## src/rtl/flowctl_pkg.sv

```systemverilog
package flowctl_pkg;
  typedef enum logic [1:0] {
    LVL_BELOW = 2'd0,
    LVL_EQUAL = 2'd1,
    LVL_ABOVE = 2'd2
  } lvl_cmp_e;

  function automatic lvl_cmp_e compare_level(input logic [7:0] lvl, input logic [7:0] thr);
    if (lvl > thr)      return LVL_ABOVE;
    else if (lvl < thr) return LVL_BELOW;
    else                return LVL_EQUAL;
  endfunction
endpackage

```

## src/rtl/flowctl_cts_sync.sv

```systemverilog
module flowctl_cts_sync #(
  parameter int STAGES = 2
) (
  input  logic clk,
  input  logic rst,
  input  logic pin_n,
  output logic level_n,
  output logic changed
);
  logic [STAGES-1:0] chain;
  logic              last_q;
  logic              chg_q;

  generate
    for (genvar i = 0; i < STAGES; i++) begin : g_stage
      if (i == 0) begin : g_first
        always_ff @(posedge clk) begin
          if (rst) chain[0] <= 1'b1;
          else     chain[0] <= pin_n;
        end
      end else begin : g_next
        always_ff @(posedge clk) begin
          if (rst) chain[i] <= 1'b1;
          else     chain[i] <= chain[i-1];
        end
      end
    end
  endgenerate

  always_ff @(posedge clk) begin
    if (rst) begin
      last_q <= 1'b1;
      chg_q  <= 1'b0;
    end else begin
      last_q <= chain[STAGES-1];
      chg_q  <= chain[STAGES-1] ^ last_q;
    end
  end

  assign level_n = chain[STAGES-1];
  assign changed = chg_q;
endmodule

```

## src/rtl/flowctl_rts_ctrl.sv

```systemverilog
module flowctl_rts_ctrl
  import flowctl_pkg::*;
#(
  parameter int CNT_W = 5
) (
  input  logic             clk,
  input  logic             rst,
  input  logic             auto_on,
  input  logic             sw_rts,
  input  logic [CNT_W-1:0] rx_level,
  input  logic [CNT_W-1:0] rx_thresh,
  output logic             rts_n
);
  logic     rts_n_q;
  logic     rts_n_d;
  lvl_cmp_e cmp;

  always_comb begin
    cmp = compare_level(8'(rx_level), 8'(rx_thresh));
    if (!auto_on) begin
      rts_n_d = ~sw_rts;
    end else begin
      unique case (cmp)
        LVL_ABOVE: rts_n_d = 1'b1;
        LVL_BELOW: rts_n_d = 1'b0;
        default:   rts_n_d = rts_n_q;
      endcase
    end
  end

  always_ff @(posedge clk) begin
    if (rst) rts_n_q <= 1'b1;
    else     rts_n_q <= rts_n_d;
  end

  assign rts_n = rts_n_q;
endmodule

```

## src/rtl/flowctl_tx_gate.sv

```systemverilog
module flowctl_tx_gate (
  input  logic clk,
  input  logic rst,
  input  logic auto_on,
  input  logic cts_n_sync,
  input  logic tx_idle,
  output logic permit
);
  logic permit_q;

  always_ff @(posedge clk) begin
    if (rst) begin
      permit_q <= 1'b0;
    end else if (!auto_on) begin
      permit_q <= 1'b1;
    end else if (tx_idle) begin
      permit_q <= ~cts_n_sync;
    end
  end

  assign permit = permit_q;
endmodule

```

## src/rtl/flowctl_top.sv

```systemverilog
module flowctl_top #(
  parameter  int DEPTH       = 16,
  parameter  int SYNC_STAGES = 2,
  localparam int CNT_W       = $clog2(DEPTH + 1)
) (
  input  logic             clk,
  input  logic             rst,
  input  logic             auto_rts_en,
  input  logic             auto_cts_en,
  input  logic             sw_rts,
  input  logic [CNT_W-1:0] rx_level,
  input  logic [CNT_W-1:0] rx_thresh,
  input  logic             cts_n_pin,
  input  logic             tx_idle,
  output logic             rts_n_pin,
  output logic             tx_permit,
  output logic             cts_event
);
  logic auto_on;
  logic cts_n_sync;

  assign auto_on = auto_rts_en & auto_cts_en;

  flowctl_cts_sync #(.STAGES(SYNC_STAGES)) u_sync (
    .clk     (clk),
    .rst     (rst),
    .pin_n   (cts_n_pin),
    .level_n (cts_n_sync),
    .changed (cts_event)
  );

  flowctl_rts_ctrl #(.CNT_W(CNT_W)) u_rts (
    .clk       (clk),
    .rst       (rst),
    .auto_on   (auto_on),
    .sw_rts    (sw_rts),
    .rx_level  (rx_level),
    .rx_thresh (rx_thresh),
    .rts_n     (rts_n_pin)
  );

  flowctl_tx_gate u_gate (
    .clk        (clk),
    .rst        (rst),
    .auto_on    (auto_on),
    .cts_n_sync (cts_n_sync),
    .tx_idle    (tx_idle),
    .permit     (tx_permit)
  );
endmodule

```

## config.mk

```make
export PLATFORM = sky130hd
export DESIGN_NAME = flowctl_top
export DESIGN_NICKNAME = d
export VERILOG_FILES = /design/src/rtl/flowctl_pkg.sv /design/src/rtl/flowctl_cts_sync.sv /design/src/rtl/flowctl_rts_ctrl.sv /design/src/rtl/flowctl_tx_gate.sv /design/src/rtl/flowctl_top.sv
export SDC_FILE = /design/constraint.sdc
export NUM_CORES = 1
export LEC_CHECK = 0
export CAP_MARGIN = 20
export CORE_AREA = 2 2 39 41
export DETAILED_ROUTE_END_ITERATION = 6
export DIE_AREA = 0 0 41 43
export GPL_TIMING_DRIVEN = 0
export PLACE_DENSITY = 0.62
export SLEW_MARGIN = 20
export SYNTH_ARGS = -nofsm -noshare
export SYNTH_HDL_FRONTEND = slang
export SYNTH_SLANG_ARGS = --single-unit
```

## constraint.sdc

```tcl
create_clock -name clk -period 1.5 [get_ports clk]
set_input_delay 0.225 -clock clk [delete_from_list [all_inputs] [get_ports clk]]
set_output_delay 0.225 -clock clk [all_outputs]
set_load 0.05 [all_outputs]
```

==> reports/qor.txt <==
Mapped Nets - 58
Final GP Congestion - 0.548
Layout area overhead - 66.1%
Final Hold Fails - 0
FF+latch count, synth - 6
Critical path endpoint category - flop
Switching pwr - 121 µW
# nets final - 82
Vias in the first global route - 321
# Max-Cap Violations - 0
Post-route ant nets - 0
# clock sinks - 6
Synth warnings - 0
Avg Vias per Cell - 4.30
Reg power frac - 0.386
Comb pwr share - 0.283
Floorplan die height - 43 µm
Post-DP HPWL - 529 µm
Skew-Pair Late Insertion Delay - 0.24 ns
Synth cell types - 16
Sequential element share of the synthesized area - 0.347
Hold endpoint - u_sync.level_n$_SDFF_PP1_
Fin. max-slew vios - 0
RR Endpoint - u_rts.rts_n$_SDFFE_PP1P_
Worst min path class - reg2reg
Initial antenna violation count - 0
Clock root cell - clkbuf_4
GRT Overall Usage - 0.0924
TritonCTS clock tree - done
Setup WS post-layout - 0.120 ns
Post-Route WL - 641 µm
Post-Syn Area - 347 µm²
First-iteration detailed-routing DRC count - 2
CTS Buffer Depth - 2
Average size of a mapped cell - 9.63 µm²
Detailed Routing Iterations Pass 1 - 5
Hold wc startpoint - u_sync.chain[0]$_SDFF_PP1_
P per Cell Area - 784 nW/µm²
Crit path max-delay family - buffers and inverters
First-pass GRT wire length - 1.13 mm
Tcrit/Tclk final - 0.920
I/O pin cnt - 20
Most frequent cells in the layout - clkdlybuf4s50_1, inv_1, dfxtp_1
Reg2Reg Depth - 2
Largest net degree at the start of global routing - 7
Setup violations, final - 0
Clock period minus final worst setup slack - 1.38 ns
Die area - 1760 µm²
Total power - 451 µW
CP bufs+invs - 2
Post-Syn Instances - 36
Clock share of power - 0.331
Share of cells above drive strength 1 - 0.190
Worst-path maximum fanout - 3
Cell Chain, Critical Path - clkdlybuf4s50_1 -> inv_1 -> ha_1 -> nand4_2 -> o311ai_2 -> a2bb2oi_2
Initial Utilization - 0.250
WP data arrival - 1.50 ns
Relative slew slack - 0.677
Buffers on Ports - 19
Worst slew pin tran - 0.486 ns
Ant diodes - 0
Reg-to-reg slack, setup - 0.68 ns
CP startpoint kind - input port
RSZ-0062 raised after global routing - false
Remaining Overflow, GRT - 0
Fmax achieved - 0.725 GHz
# resized after CTS - 3
H-Tree Depth - 1
DRC - 0
Clk_skew - 0.00457 ns
Total internal power - 330 µW
Post-DR wirelength/cell - 8.66 µm
# rows - 14
Hold Path Stages - 1
Reg2Reg Launch Point - u_rts.rts_n$_SDFFE_PP1P_
Leak - 0.000269 µW
Crit path required time - 1.62 ns
WS Path Type - in2reg
Vias - 318
Clock transition at path regs - 0.04 ns
Die X - 41 µm
Core footprint - 1380 µm²
Status - completed
Hold-fix buffers, CTS - 0
Commonest non-fill, non-tap cell in the layout - clkdlybuf4s50_1
Critical Path Max Stage Delay - 0.45 ns
Switching fraction of total power - 0.268
Worst slack at placement - -0.136 ns
Post-CTS Setup Bufs - 0
Max VDD drop - 0.000358 V
Clock buffer count from CTS - 3
Critical-path top delay cell - clkdlybuf4s50_1
[worst max-delay path by stage]
stage	from	cells after the start	end	slack, ns
floorplan	rx_thresh[4]	5	u_rts.rts_n$_SDFFE_PP1P_	0.41
global placement	rx_thresh[4]	6	u_rts.rts_n$_SDFFE_PP1P_	-0.13
detailed placement	rx_thresh[4]	6	u_rts.rts_n$_SDFFE_PP1P_	-0.14
CTS	rx_thresh[4]	6	u_rts.rts_n$_SDFFE_PP1P_	0.12
global route	rx_thresh[4]	6	u_rts.rts_n$_SDFFE_PP1P_	0.04
finish	rx_thresh[4]	6	u_rts.rts_n$_SDFFE_PP1P_	0.12
[power groups by stage]
| stage | Sequential [µW] | Clock (µW) | Combinational [µW] |
|---|---|---|---|
| 3_3_place_gp | 177 | 0 | 133 |
| 5_1_grt | 175 | 165 | 143 |
| 6_report | 174 | 150 | 128 |
| 3_5_place_dp | 178 | 0 | 133 |
| 2_1_floorplan | 199 | 0 | 47.8 |
| 4_1_cts | 174 | 156 | 129 |
[cells by family after synthesis]
group,after synthesis,share of synthesized area
and+or+nand+nor,8,0.148
AOI/OAI and AO/OA,9,0.224
buffers and inverters,7,0.0758
xor gates and xnor gates,1,0.0253
DFF,6,0.347
adders and majority gates,5,0.181
[flip-flops by register name (all words and copies together) (netlist names)]
register,flops
u_sync.level_n,1
u_rts.rts_n,1
u_sync.changed,1
u_sync.chain,1
u_gate.permit,1
u_sync.last_q,1
[area by class of cell]
class / count / area [µm²]
fill: 140 / 808
timing repair buffer: 19 / 186
tap: 16 / 20.0
sequential: 6 / 120
inverter: 7 / 26.3
multi-input combinational: 23 / 200
clock buffer: 3 / 22.5
[Yosys cell counts (all sizes together)]
library cell,count,share of area
nor2,1,0.011
a21o,1,0.022
o211ai,1,0.036
inv,7,0.076
a2bb2oi,1,0.043
o311ai,1,0.047
a21oi,2,0.029
a31oi,1,0.018
nand4,1,0.036
or2,3,0.054
dfxtp,6,0.35
nand2,2,0.022
xnor2,1,0.025
and2,1,0.025
o21ai,2,0.029
ha,5,0.18
[stage by stage]
stage	instance area, µm²	setup TNS (ns)	hold WS, ns	instances	utilization
after CTS	576	0	0.414	74	0.416
final	576	0	0.409	74	0.416
after floorplan	347	0	0.294	36	-
after global placement	557	-0.131	0.399	71	0.402
after global routing	576	0	0.417	74	0.416
after detailed placement	557	-0.136	0.411	71	0.402
[per-layer routing]
metal,global-route usage,wire (µm),up-vias
li1,-,-,167
met1,0.109,269,138
met2,0.144,310,13
met3,0.0471,61,0
met4,0.0200,0,0
met5,0,0,-
[worst reg2reg max path, stage by stage (launching register included)]
cell	delay, ns
dfxtp_1	0.32
o311ai_2	0.31
a2bb2oi_2	0.08
(Power assumes the default switching activity.)
